## config.mk

```make
export PLATFORM = sky130hd
export DESIGN_NAME = erase_pulse_ctrl
export DESIGN_NICKNAME = d
export VERILOG_FILES = /design/src/rtl/erase_pulse_pkg.sv /design/src/rtl/erase_ctl_decode.sv /design/src/rtl/erase_cmd_match.sv /design/src/rtl/erase_pulse_seq.sv /design/src/rtl/erase_pulse_ctrl.sv
export SDC_FILE = /design/constraint.sdc
export NUM_CORES = 1
export LEC_CHECK = 0
export ABC_CLOCK_PERIOD_IN_PS = 8300
export BUFFER_PORTS_ARGS = -buffer_cell sky130_fd_sc_hd__buf_2
export CAP_MARGIN = 40
export CORE_MARGIN = 4
export CORE_UTILIZATION = 28
export CTS_CLUSTER_SIZE = 8
export DETAILED_ROUTE_END_ITERATION = 8
export PLACE_DENSITY_LB_ADDON = 0.15
export SYNTH_ARGS = -nofsm -noshare
export SYNTH_HDL_FRONTEND = slang
export SYNTH_SLANG_ARGS = --single-unit
export TNS_END_PERCENT = 1
```

## constraint.sdc

```tcl
create_clock -name clk -period 8.3 [get_ports clk]
set_input_delay 2.49 -clock clk [delete_from_list [all_inputs] [get_ports clk]]
set_output_delay 2.49 -clock clk [all_outputs]
set_load 0.02 [all_outputs]
```

## src/rtl/erase_pulse_pkg.sv

```systemverilog
package erase_pulse_pkg;
  // control word bit positions that software depends on
  localparam int WEN_POS  = 0;
  localparam int EEN_POS  = 1;
  localparam int BANK_POS = 2;

  typedef enum logic [1:0] {
    ST_IDLE   = 2'd0,
    ST_PULSE  = 2'd1,
    ST_VERIFY = 2'd2
  } erase_st_t;
endpackage

```

## src/rtl/erase_ctl_decode.sv

```systemverilog
module erase_ctl_decode #(
  parameter int NUM_BANKS = 4,
  parameter int CK_W      = 4,
  parameter int BASE_CYC  = 4,
  parameter int MAX_CYC   = 64,
  parameter int LEN_W     = 19,
  localparam int BANK_W   = (NUM_BANKS > 1) ? $clog2(NUM_BANKS) : 1,
  localparam int CTL_W    = 2 + BANK_W + CK_W
) (
  input  logic [CTL_W-1:0]     ctl_word,
  output logic                 mode_on,
  output logic [NUM_BANKS-1:0] bank_sel,
  output logic [LEN_W-1:0]     pulse_len,
  output logic                 len_bad
);
  import erase_pulse_pkg::*;

  localparam int CK_POS = BANK_POS + BANK_W;

  logic [BANK_W-1:0] bank_f;
  logic [CK_W-1:0]   ck_f;

  assign mode_on = ctl_word[WEN_POS] & ctl_word[EEN_POS];
  assign bank_f  = ctl_word[BANK_POS +: BANK_W];
  assign ck_f    = ctl_word[CK_POS +: CK_W];

  for (genvar b = 0; b < NUM_BANKS; b++) begin : g_bank
    assign bank_sel[b] = (bank_f == BANK_W'(b));
  end

  assign pulse_len = LEN_W'(BASE_CYC) << ck_f;
  assign len_bad   = pulse_len > LEN_W'(MAX_CYC);
endmodule

```

## src/rtl/erase_cmd_match.sv

```systemverilog
module erase_cmd_match #(
  parameter int ADDR_W = 16
) (
  input  logic              wr_valid,
  input  logic [ADDR_W-1:0] wr_addr,
  input  logic [ADDR_W-1:0] wr_data,
  output logic              cmd_hit
);
  assign cmd_hit = wr_valid & ~wr_addr[0] & (wr_data == wr_addr);
endmodule

```

## src/rtl/erase_pulse_seq.sv

```systemverilog
module erase_pulse_seq #(
  parameter int NUM_BANKS = 4,
  parameter int LEN_W     = 19
) (
  input  logic                 clk,
  input  logic                 rst_n,
  input  logic                 cmd_hit,
  input  logic                 mode_on,
  input  logic                 len_bad,
  input  logic [LEN_W-1:0]     pulse_len,
  input  logic [NUM_BANKS-1:0] bank_sel,
  input  logic                 vpp_ok,
  output logic                 busy,
  output logic                 verify_mode,
  output logic [NUM_BANKS-1:0] erase_pulse,
  output logic                 width_err,
  output logic                 vpp_err
);
  import erase_pulse_pkg::*;

  erase_st_t            st_q;
  logic [LEN_W-1:0]     cnt_q;
  logic [NUM_BANKS-1:0] bank_q;
  logic                 werr_q, verr_q;
  logic                 take, refuse;

  assign take   = cmd_hit & mode_on & (st_q != ST_PULSE);
  assign refuse = take & len_bad;

  always_ff @(posedge clk) begin
    if (!rst_n) begin
      st_q   <= ST_IDLE;
      cnt_q  <= '0;
      bank_q <= '0;
      werr_q <= 1'b0;
      verr_q <= 1'b0;
    end else if (st_q == ST_PULSE) begin
      if (!vpp_ok) begin
        st_q   <= ST_IDLE;
        verr_q <= 1'b1;
      end else if (cnt_q == '0) begin
        st_q <= ST_VERIFY;
      end else begin
        cnt_q <= cnt_q - 1'b1;
      end
    end else if (refuse) begin
      st_q   <= ST_IDLE;
      werr_q <= 1'b1;
      verr_q <= 1'b0;
    end else if (take) begin
      st_q   <= ST_PULSE;
      cnt_q  <= pulse_len - 1'b1;
      bank_q <= bank_sel;
      werr_q <= 1'b0;
      verr_q <= 1'b0;
    end else if (!mode_on) begin
      st_q   <= ST_IDLE;
      werr_q <= 1'b0;
      verr_q <= 1'b0;
    end
  end

  assign busy        = (st_q == ST_PULSE);
  assign verify_mode = (st_q == ST_VERIFY);
  assign erase_pulse = busy ? bank_q : '0;
  assign width_err   = werr_q;
  assign vpp_err     = verr_q;
endmodule

```

## src/rtl/erase_pulse_ctrl.sv

```systemverilog
module erase_pulse_ctrl #(
  parameter int NUM_BANKS = 4,
  parameter int CK_W      = 4,
  parameter int BASE_CYC  = 4,
  parameter int MAX_CYC   = 64,
  parameter int ADDR_W    = 16,
  localparam int BANK_W   = (NUM_BANKS > 1) ? $clog2(NUM_BANKS) : 1,
  localparam int CTL_W    = 2 + BANK_W + CK_W,
  localparam int LEN_W    = $clog2(BASE_CYC + 1) + (1 << CK_W)
) (
  input  logic                 clk,
  input  logic                 rst_n,
  input  logic [CTL_W-1:0]     ctl_word,
  input  logic                 wr_valid,
  output logic                 wr_ready,
  input  logic [ADDR_W-1:0]    wr_addr,
  input  logic [ADDR_W-1:0]    wr_data,
  input  logic                 vpp_ok,
  input  logic                 rd_req,
  output logic                 rd_grant,
  output logic                 busy,
  output logic [NUM_BANKS-1:0] erase_pulse,
  output logic                 verify_mode,
  output logic                 width_err,
  output logic                 vpp_err
);
  logic                 mode_on, len_bad, cmd_hit;
  logic [NUM_BANKS-1:0] bank_sel;
  logic [LEN_W-1:0]     pulse_len;

  erase_ctl_decode #(
    .NUM_BANKS(NUM_BANKS), .CK_W(CK_W), .BASE_CYC(BASE_CYC),
    .MAX_CYC(MAX_CYC), .LEN_W(LEN_W)
  ) u_dec (
    .ctl_word (ctl_word),
    .mode_on  (mode_on),
    .bank_sel (bank_sel),
    .pulse_len(pulse_len),
    .len_bad  (len_bad)
  );

  erase_cmd_match #(.ADDR_W(ADDR_W)) u_cmd (
    .wr_valid(wr_valid),
    .wr_addr (wr_addr),
    .wr_data (wr_data),
    .cmd_hit (cmd_hit)
  );

  erase_pulse_seq #(.NUM_BANKS(NUM_BANKS), .LEN_W(LEN_W)) u_seq (
    .clk        (clk),
    .rst_n      (rst_n),
    .cmd_hit    (cmd_hit),
    .mode_on    (mode_on),
    .len_bad    (len_bad),
    .pulse_len  (pulse_len),
    .bank_sel   (bank_sel),
    .vpp_ok     (vpp_ok),
    .busy       (busy),
    .verify_mode(verify_mode),
    .erase_pulse(erase_pulse),
    .width_err  (width_err),
    .vpp_err    (vpp_err)
  );

  assign wr_ready = 1'b1;
  assign rd_grant = rd_req & ~busy;
endmodule

```

Word level (Yosys, flattened, before mapping)

Index checks and enable logic that the tools add are counted.
W data, S select, Z words.

Register bits after elaboration: 27
Bits in latches: 0
Memory bits (writable): 0
Memory bits (read-only): 0
Bits of input ports: 45
Logic and storage cells: 59
Memories: 0

Add/subtract/negate cells: 2
Multiply operators: 0
Divide/modulo/power cells: 0
Magnitude comparators: 1
Equality and inequality tests: 14
Shift operators: 1
Multiplexer cells: 18
Bitwise operators: 10
Reductions and logical operators: 8

Operator list:

| cell                    | number |
|---|---|
| $mux W19                | 5 |
| $sub A19 B1 Y19 const B | 2 |
| $gt A19 B7 Y1 const B   | 1 |
| $logic_not A19 Y1       | 1 |
| $shl A3 B4 Y19 const A  | 1 |
| $eq A16 B16 Y1          | 1 |
| $mux W2                 | 6 |
| $ne A2 B2 Y1 const B    | 4 |
| $and A1 B1 Y1           | 7 |
| $eq A2 B2 Y1 const B    | 3 |
| $mux W1                 | 6 |
| $reduce_and A2 Y1       | 3 |
| $eq A2 B1 Y1 const B    | 2 |
| $mux W4                 | 1 |
| $ne A4 B4 Y1 const B    | 1 |
| $reduce_and A4 Y1       | 1 |
| $ne A3 B2 Y1 const B    | 1 |
| $ne A3 B3 Y1 const B    | 1 |
| $not A1 Y1              | 3 |
| $reduce_and A3 Y1       | 1 |
| $logic_not A2 Y1        | 1 |
| $ne A2 B1 Y1 const B    | 1 |
| $reduce_bool A2 Y1      | 1 |

Logic depth before layout (Yosys ltp)

Gate-level depths: netlist (run 1).

Word-level depth: 8
Mapped depth: 14
Depth with buffers taken out: 10

Cells and area by module

From an unflattened synthesis (run 1), not the netlist that was laid out.

Cell total of the unflattened synthesis: 310
Area, all modules: 2333.5 µm²

Modules (own cells, without submodules):

| module           | times used | cells each | area each (µm²) |
|---|---|---|---|
| erase_pulse_seq  | 1          | 252        | 1903.1 |
| erase_ctl_decode | 1          | 33         | 214.0 |
| erase_cmd_match  | 1          | 22         | 191.4 |
| erase_pulse_ctrl | 1          | 3          | 25.0 |

Least setup slack after synthesis (run 1)

Ideal clock, no wire load.

Path kind: input to output
Start: input port rd_req
End: output port rd_grant
Arrival: 2.700 ns
Data required time: 5.810 ns
Path slack: 3.110 ns
Cell stages on the path: 1
Path buffers: 0
Cell sequence: and2_1

Longest elaborated chain between the ends: 1

Ends and longest elaborated chain:

| item               | line                   | RTL |
|---|---|---|
| start: declaration | erase_pulse_ctrl.sv:19 | `input logic rd_req,` |
| $and A1 B1 Y1      | erase_pulse_ctrl.sv:66 | `assign rd_grant = rd_req & ~busy;` |
| end: declaration   | erase_pulse_ctrl.sv:20 | `output logic rd_grant,` |

Every way passes these cells.

Worst setup path in the final report (run 1)

Ends and elaborated chain as after synthesis.

==> results of run 1 <==
[path summary, 6_finish.rpt]
kind,from,end
worst max-delay path,rd_req,rd_grant
worst max register to register,u_seq.st_q[1]$_SDFFE_PN0P_,u_seq.cnt_q[14]$_SDFFE_PN0P_
worst min register to register,u_seq.bank_q[0]$_SDFFE_PN0P_,u_seq.bank_q[0]$_SDFFE_PN0P_
worst min-delay path,u_seq.bank_q[0]$_SDFFE_PN0P_,u_seq.bank_q[0]$_SDFFE_PN0P_
[synth_stat cells (3+ instances only)]
cell type                   number  area share [%]
sky130_fd_sc_hd__or3_1           5             1.4
sky130_fd_sc_hd__o21a_1          3             1.0
sky130_fd_sc_hd__or3b_2          4             1.6
sky130_fd_sc_hd__o21ai_0        17             3.8
sky130_fd_sc_hd__xor2_1         13             5.1
sky130_fd_sc_hd__buf_6           3             1.5
sky130_fd_sc_hd__xnor2_1         7             2.8
sky130_fd_sc_hd__mux2i_1         5             2.3
sky130_fd_sc_hd__a22oi_1         4             1.4
sky130_fd_sc_hd__dfxtp_1        27              24
sky130_fd_sc_hd__nor2b_1         3            0.84
sky130_fd_sc_hd__o21ai_1         3            0.68
sky130_fd_sc_hd__nand2_1        24             4.1
sky130_fd_sc_hd__inv_1           6             1.0
sky130_fd_sc_hd__nor2_1         28             4.7
sky130_fd_sc_hd__and2_1          9             2.5
sky130_fd_sc_hd__or2_2           4             1.1
sky130_fd_sc_hd__clkbuf_1       14             2.4
sky130_fd_sc_hd__nor4_1          6             1.7
sky130_fd_sc_hd__nor3_1         15             3.4
sky130_fd_sc_hd__a21oi_1        18             4.1
sky130_fd_sc_hd__nand4b_1        3             1.2
sky130_fd_sc_hd__o211ai_1        4             1.4
sky130_fd_sc_hd__nand3_1        16             3.6
sky130_fd_sc_hd__o2111ai_1       3             1.2
sky130_fd_sc_hd__a31oi_1         3            0.84
[worst reg2reg max path, delay by kind of cell (launching register included)]
family | cells | cell delay (ns)
fa+ha+maj | 1 | 0.36
simple gates | 3 | 0.87
compound gates | 4 | 0.98
flops | 1 | 0.37
buf+inv | 2 | 0.60
[area by class of cell]
type	count	area [um2]
multi-input cells	241	1548
well taps	102	127.6
clock buffers	3	41.29
repair buffers	54	272.8
flip-flops and latches	27	540.5
clock inverters	1	8.758
inverters	7	26.28
fillers	848	5162
[power by group through the flow]
stage,sequential [mW],clock (mW),combinational (mW)
finish,0.130,0.0865,0.0530
global route,0.130,0.0931,0.0593
CTS,0.130,0.0911,0.0532
detailed placement,0.132,0,0.0529
global placement,0.132,0,0.0527
floorplan,0.132,0,0.0335
[layer usage]
metal,up-vias,part of all wire (%)
li1,1158,-
met1,1087,46
met2,42,50
met3,2,3.3
met4,0,0.66
met5,-,0
[cell usage in the layout, fill, tap and decap left out, types with 2 or more instances in the layout]
cell	synthesis	routed
sky130_fd_sc_hd__buf_2	2	53
sky130_fd_sc_hd__nor2b_1	3	3
sky130_fd_sc_hd__o21ai_1	3	3
sky130_fd_sc_hd__o221ai_1	2	2
sky130_fd_sc_hd__o21ai_0	17	17
sky130_fd_sc_hd__nor3_1	15	15
sky130_fd_sc_hd__inv_1	6	6
sky130_fd_sc_hd__or3b_2	4	4
sky130_fd_sc_hd__o2111ai_1	3	3
sky130_fd_sc_hd__nor2_1	28	28
sky130_fd_sc_hd__and2_1	9	9
sky130_fd_sc_hd__xnor2_1	7	7
sky130_fd_sc_hd__dfxtp_1	27	27
sky130_fd_sc_hd__o211ai_1	4	4
sky130_fd_sc_hd__o21a_1	3	3
sky130_fd_sc_hd__or3_1	5	5
sky130_fd_sc_hd__nand3_1	16	16
sky130_fd_sc_hd__nand2b_1	2	2
sky130_fd_sc_hd__nand2_1	24	24
sky130_fd_sc_hd__clkbuf_8	0	3
sky130_fd_sc_hd__nor3b_1	2	2
sky130_fd_sc_hd__a22oi_1	4	4
sky130_fd_sc_hd__a211oi_1	2	2
sky130_fd_sc_hd__nor4b_1	2	2
sky130_fd_sc_hd__nand4b_1	3	3
sky130_fd_sc_hd__or2_2	4	4
sky130_fd_sc_hd__mux2i_1	5	5
sky130_fd_sc_hd__xor2_1	13	13
sky130_fd_sc_hd__a32o_1	2	2
sky130_fd_sc_hd__a21o_1	2	2
sky130_fd_sc_hd__a21oi_1	18	18
sky130_fd_sc_hd__a31oi_1	3	3
sky130_fd_sc_hd__nor4_1	6	6
sky130_fd_sc_hd__and4b_1	2	2
[per-stage QoR]
step	hold slack, ns	power, mW	instance area (um2)	instances	setup WS (ns)
detailed placement	0.4453	0.1854	2515	431	2.956
finish	0.4587	0.2690	2565	435	2.959
CTS	0.4614	0.2739	2565	435	2.956
global placement	0.4364	0.1851	2515	431	2.956
floorplan	0.4272	0.1660	2222	296	3.110
global route	0.4846	0.2820	2565	435	2.942
[kinds of logic after synthesis]
| logic type | synth area share (%) |
|---|---|
| other cells | 0.1688 |
| simple gates | 33.50 |
| xor+xnor | 7.883 |
| mux | 2.759 |
| fa+ha+maj | 0.5630 |
| compound gates | 24.78 |
| flops | 24.32 |
| buf+inv | 6.024 |
[flip-flops by register name (all words and copies together) (netlist names)]
| name | cells |
|---|---|
| u_seq.bank_q | 4 |
| u_seq.width_err | 1 |
| u_seq.cnt_q | 19 |
| u_seq.vpp_err | 1 |
| u_seq.st_q | 2 |
==> run summary, run 1 <==
=====================================================================================
Detailed placement HPWL                                                       4690 um
Number of antenna violations at the first check in global routing                   0
Total CTS buffers                                                                   3
Nets in the synthesized netlist                                                   342
M2 GR Usage                                                                    22.93%
Ordered cell list for the critical path                                  buf_2, and2_1, buf_2
Switching power of the nets                                                0.08084 mW
Core region area                                                             7727 um2
Clock sinks                                                                        27
Final count of hold timing violations                                               0
Number of synthesis warnings                                                        0
Maximum clock frequency                                                    0.1872 GHz
Final clock skew                                                           0.01221 ns
Clock latency of the later-clocked register in the worst-skew pair            0.29 ns
Most common cell on crit path                                            sky130_fd_sc_hd__buf_2
Number of maximum-capacitance constraint violations                                 0
Number of distinct library cells after synthesis                                   66
Nets@finish                                                                       380
Switching power share of the total                                             30.05%
Setup slack of the worst register-to-register path                            5.01 ns
GRT Residual Overflow                                                               0
Buffering stage count on the worst path with inverters included                     2
Post_cts resized                                                                    0
Via count                                                                       2,289
Clock power share                                                               32.2%
Number of instances in the synthesized netlist                                    296
Initial standard-cell utilization of the core                                  28.76%
Tightest Pin Transition                                                     0.6365 ns
Post-CTS setup-driven buffer insertion count                                        0
Vias/cell                                                                       5.262
Register share of total power                                                   48.1%
Detailed Routing Iterations Pass 1                                                  4
Dominant synthesized flop cell                                           sky130_fd_sc_hd__dfxtp_1
Unrepaired setup endpoints after global routing                                 false
Pin count of the biggest net entering global routing                               40
Number of buffers inserted by port buffering                                       53
Path class of the lowest-slack min-delay path                            register to register
Peak supply drop                                                             66.64 uV
Hold-fix buffers at CTS                                                             0
Hold path cells                                                                     2
Finished Core Util                                                             33.19%
Overall fraction of global-route tracks in use                                 13.72%
Total number of cells along the worst setup path                                    3
Comb power frac                                                                 19.7%
Fraction of met1 tracks used by global routing                                 18.48%
Asr flop ratio synth                                                               0%
Data required, critical path                                                  5.81 ns
Type of destination of the critical path                                 primary output
Clock period minus worst slack                                               5.342 ns
Post-synthesis area per instance                                            7.507 um2
Max-slew violation count                                                            0
Horizontal die dimension                                                     97.09 um
Global Route met3 Usage                                                        2.154%
Top Usage Layer GRT                                                              met2
Count of standard-cell rows                                                        32
Final wirelength                                                              6544 um
Arrival time of the worst setup path                                          2.85 ns
Layout cell share with drive strength beyond 1                                 23.42%
Internal power                                                              0.1882 mW
Top-level I/O count                                                                55
Number of synthesized flops with an enable pin                                      0
Cell with the biggest individual delay on the critical path              sky130_fd_sc_hd__buf_2
CP Max Fanout                                                                       1
Classification of the worst setup path                                   primary input to primary output
Antenna cell count                                                                  0
H-tree levels                                                                       1
Final period utilization                                                       64.36%
Power per unit of standard cell area                                     104.9 nW/um2
Number of global-route vias before repair                                       2,153
Clock-pin slew of the registers on the worst-case setup and hold paths        0.12 ns
Setup Total Neg Slack                                                            0 ns
Gp weighted congestion                                                         0.7966
Clock Path Buffers                                                                  2
Tightest slew margin relative to the limit                                     57.57%
Number of flip-flops and latches in the synthesized netlist                        27
Clock tree from TritonCTS                                                        done
Root buf cell                                                            sky130_fd_sc_hd__clkbuf_8
Worst Reg-to-Reg Cells                                                             10
Die Y                                                                        97.09 um
ANT nets after route                                                                0
Number of failing setup endpoints in the final timing report                        0
Result of the run                                                           completed
Die area                                                                     9426 um2
Total leakage power                                                          1.025 nW
Mapped cell area                                                             2222 um2
Global-route wire length before repair                                      10,750 um
Sort of element at the start of the critical path                        primary input
Cell family with most CP delay                                           buffers and inverters
Drt wl/cell                                                                  15.04 um
Slowest Stage Delay on Critical Path                                          0.15 ns
DRT iter0 DRCs                                                                    123
Share of synthesized area occupied by flip-flops and latches                   24.32%
Post-synthesis to final-layout area growth                                     15.43%
Remaining routing DRC violations                                                    0
=====================================================================================
(Power assumes the default switching activity.)
==> run 2, diff against run 1 <==
Settings changed: ABC_CLOCK_PERIOD_IN_PS 8300 to 4900.
Clock period 8.3 ns to 4.9 ns, I/O delays scaled along.
==> run 2 against run 1 <==
Critical path depth up 4. Clock skew down 0.0028 ns. Sequential share of layout area down 0.062 points. Final cell count up 0.23%. Worst hold slack worse by 0.0035 ns. Clock power up 73%. Utilization up 0.097 points. Setup slack worse by 1.5 ns. Combinational power up 68%. Global-route usage down 0.30 points. Largest power group unchanged. Largest cell class unchanged. Power up 70%. Critical endpoint is now u_seq.cnt_q[6]$_SDFFE_PN0P_.
==> run summary, run 2 (synthesis results as in run 1) <==
=====================================================================================
Root buf cell                                                            sky130_fd_sc_hd__clkbuf_8   unchanged
GRT Residual Overflow                                                               0   unchanged
Number of antenna violations at the first check in global routing                   0   unchanged
Max reg flops                                                                      19   unchanged
Core region area                                                             7727 um2   unchanged
Tightest Pin Transition                                                     0.5647 ns   was 0.6365 ns
Slowest Stage Delay on Critical Path                                          0.54 ns   was 0.15 ns
Nets@finish                                                                       381   was 380
Pin count of the biggest net entering global routing                               37   was 40
Remaining routing DRC violations                                                    0   unchanged
ANT nets after route                                                                0   unchanged
Horizontal die dimension                                                     97.09 um   unchanged
Final period utilization                                                       70.52%
H-tree levels                                                                       1   unchanged
Most frequent cells in the layout                                        53 x sky130_fd_sc_hd__buf_2, 28 x sky130_fd_sc_hd__nor2_1, 27 x sky130_fd_sc_hd__dfxtp_1   unchanged
Total power of the final layout                                             0.4584 mW   was 0.2690 mW
Tightest slew margin relative to the limit                                     61.82%   was 57.57%
Reg-to-reg startpoint                                                    u_seq.st_q[1]$_SDFFE_PN0P_   unchanged
Classification of the worst setup path                                   primary input to register   was primary input to primary output
Clock Path Buffers                                                                  2   unchanged
Unrepaired setup endpoints after global routing                                 false   unchanged
Clock tree from TritonCTS                                                        done   unchanged
Gp weighted congestion                                                         0.7753   was 0.7966
Number of maximum-capacitance constraint violations                                 0   unchanged
Post-synthesis to final-layout area growth                                     15.77%   was 15.43%
Top reg by flops                                                          u_seq.cnt_q   unchanged
Total leakage power                                                          1.030 nW   was 1.025 nW
Post-CTS setup-driven buffer insertion count                                        0   unchanged
Overall fraction of global-route tracks in use                                 13.42%   was 13.72%
Final count of hold timing violations                                               0   unchanged
Hold endpoint                                                            u_seq.bank_q[2]$_SDFFE_PN0P_   was u_seq.bank_q[0]$_SDFFE_PN0P_
Final wirelength                                                              6446 um   was 6544 um
Global-route wire length before repair                                      10,620 um   was 10,750 um
Detailed Routing Iterations Pass 1                                                  4   unchanged
Worst Reg-to-Reg Cells                                                             11   was 10
Final clock skew                                                          0.009422 ns   was 0.01221 ns
Die area                                                                     9426 um2   unchanged
Path class of the lowest-slack min-delay path                            register to register   unchanged
Peak supply drop                                                             105.0 uV   was 66.64 uV
Clock sinks                                                                        27   unchanged
Number of global-route vias before repair                                       2,185   was 2,153
Worst flop-to-flop path endpoint                                         u_seq.cnt_q[4]$_SDFFE_PN0P_   was u_seq.cnt_q[14]$_SDFFE_PN0P_
Clock-pin slew of the registers on the worst-case setup and hold paths        0.12 ns   about the same
Sort of element at the start of the critical path                        primary input   unchanged
Max-slew violation count                                                            0   unchanged
Power per unit of standard cell area                                     178.2 nW/um2   was 104.9 nW/um2
Initial standard-cell utilization of the core                                  28.76%   unchanged
Maximum clock frequency                                                    0.2894 GHz
Hold-fix buffers at CTS                                                             0   unchanged
Drt wl/cell                                                                  14.78 um   was 15.04 um
Type of destination of the critical path                                     register   was primary output
Total CTS buffers                                                                   3   unchanged
Arrival time of the worst setup path                                          3.65 ns   was 2.85 ns
Startpoint of the tightest hold check path                               u_seq.bank_q[2]$_SDFFE_PN0P_   was u_seq.bank_q[0]$_SDFFE_PN0P_
Finished Core Util                                                             33.29%   was 33.19%
Cell with the biggest individual delay on the critical path              sky130_fd_sc_hd__or4b_1   was sky130_fd_sc_hd__buf_2
Post_cts resized                                                                    0   unchanged
Layout cell share with drive strength beyond 1                                 23.65%   was 23.42%
Die Y                                                                        97.09 um   unchanged
Setup slack of the worst register-to-register path                            2.14 ns   was 5.01 ns
Most common library cell in the layout ignoring fill and taps            sky130_fd_sc_hd__buf_2   unchanged
Largest registers in the final layout                                    u_seq.cnt_q: 19 flops, u_seq.bank_q: 4 flops, u_seq.st_q: 2 flops   unchanged
Hold path cells                                                                     2   unchanged
CP Max Fanout                                                                      17   was 1
Count of standard-cell rows                                                        32   unchanged
Number of buffers inserted by port buffering                                       53   unchanged
Detailed placement HPWL                                                       4780 um   was 4690 um
Via count                                                                       2,276   was 2,289
Vias/cell                                                                       5.220   was 5.262
Number of failing setup endpoints in the final timing report                        0   unchanged
Data required, critical path                                                  5.09 ns   was 5.81 ns
Clock period minus worst slack                                               3.456 ns
Ordered cell list for the critical path                                  buf_2, o21ai_1, nor2b_1, or4b_1, o21ai_4, o21ai_0, a32o_1   was buf_2, and2_1, buf_2
Result of the run                                                           completed   unchanged
Antenna cell count                                                                  0   unchanged
DRT iter0 DRCs                                                                    177   was 123
Setup Total Neg Slack                                                            0 ns   unchanged
Clock latency of the later-clocked register in the worst-skew pair            0.30 ns   was 0.29 ns
Top-level I/O count                                                                55   unchanged
=====================================================================================
==> run 2: changes by cell type in the layout (fill, tap and decap cells not counted) <==
| cell | delta |
|---|---|
| sky130_fd_sc_hd__buf_4 | +1 |
==> run 2: area by class of cell <==
| type | instances | area [um2] |
|---|---|---|
| Timing Repair Buffer | 55 | 280.3 |
| Sequential cell | 27 | 540.5 |
| Clock buffer | 3 | 41.29 |
| Clock inverter | 1 | 8.758 |
| Tap cell | 102 | 127.6 |
| Inverter | 7 | 26.28 |
| Multi-Input combinational cell | 241 | 1548 |
| Fill cell | 845 | 5155 |
==> run 2: per-stage QoR <==
step / hold slack [ns] / std cells / area (um2) / setup slack [ns]
5_1_grt: 0.4741 / 436 / 2572 / 1.264
3_5_place_dp: 0.4443 / 432 / 2522 / 1.138
6_report: 0.4552 / 436 / 2572 / 1.444
2_1_floorplan: 0.4272 / 296 / 2222 / 1.570
3_3_place_gp: 0.4367 / 432 / 2522 / 1.187
4_1_cts: 0.4600 / 436 / 2572 / 1.451
==> run 2: critical path: cells and delay by family <==
family / cells / cell delay, ns
simple gates: 2 / 0.83
buf+inv: 1 / 0.18
compound gates: 4 / 1.16
==> run 2: how the worst max path moves through the flow <==
stage | endpoint | slack, ns | start
after global placement | u_seq.cnt_q[12]$_SDFFE_PN0P_ | 1.19 | ctl_word[5]
after floorplan | erase_pulse[0] | 1.57 | u_seq.st_q[1]$_SDFFE_PN0P_
after global routing | u_seq.cnt_q[17]$_SDFFE_PN0P_ | 1.26 | ctl_word[5]
after CTS | u_seq.cnt_q[13]$_SDFFE_PN0P_ | 1.45 | ctl_word[5]
final | u_seq.cnt_q[6]$_SDFFE_PN0P_ | 1.44 | ctl_word[5]
after detailed placement | u_seq.cnt_q[13]$_SDFFE_PN0P_ | 1.14 | ctl_word[5]
==> run 2: power breakdown <==
part	internal (mW)	leakage [nW]	switching [mW]
combinational	0.0393	0.786	0.0499
clock	0.0602	0.0261	0.0896
sequential	0.219	0.217	0.000000631
total	0.319	1.03	0.140
==> run 2: metal layers <==
layer	vias to the layer above	routed length, um	global-route usage, %
li1	1153	-	-
met1	1090	2942	17.16
met2	29	3267	24.04
met3	4	192	2.082
met4	0	43	2.268
met5	-	0	0
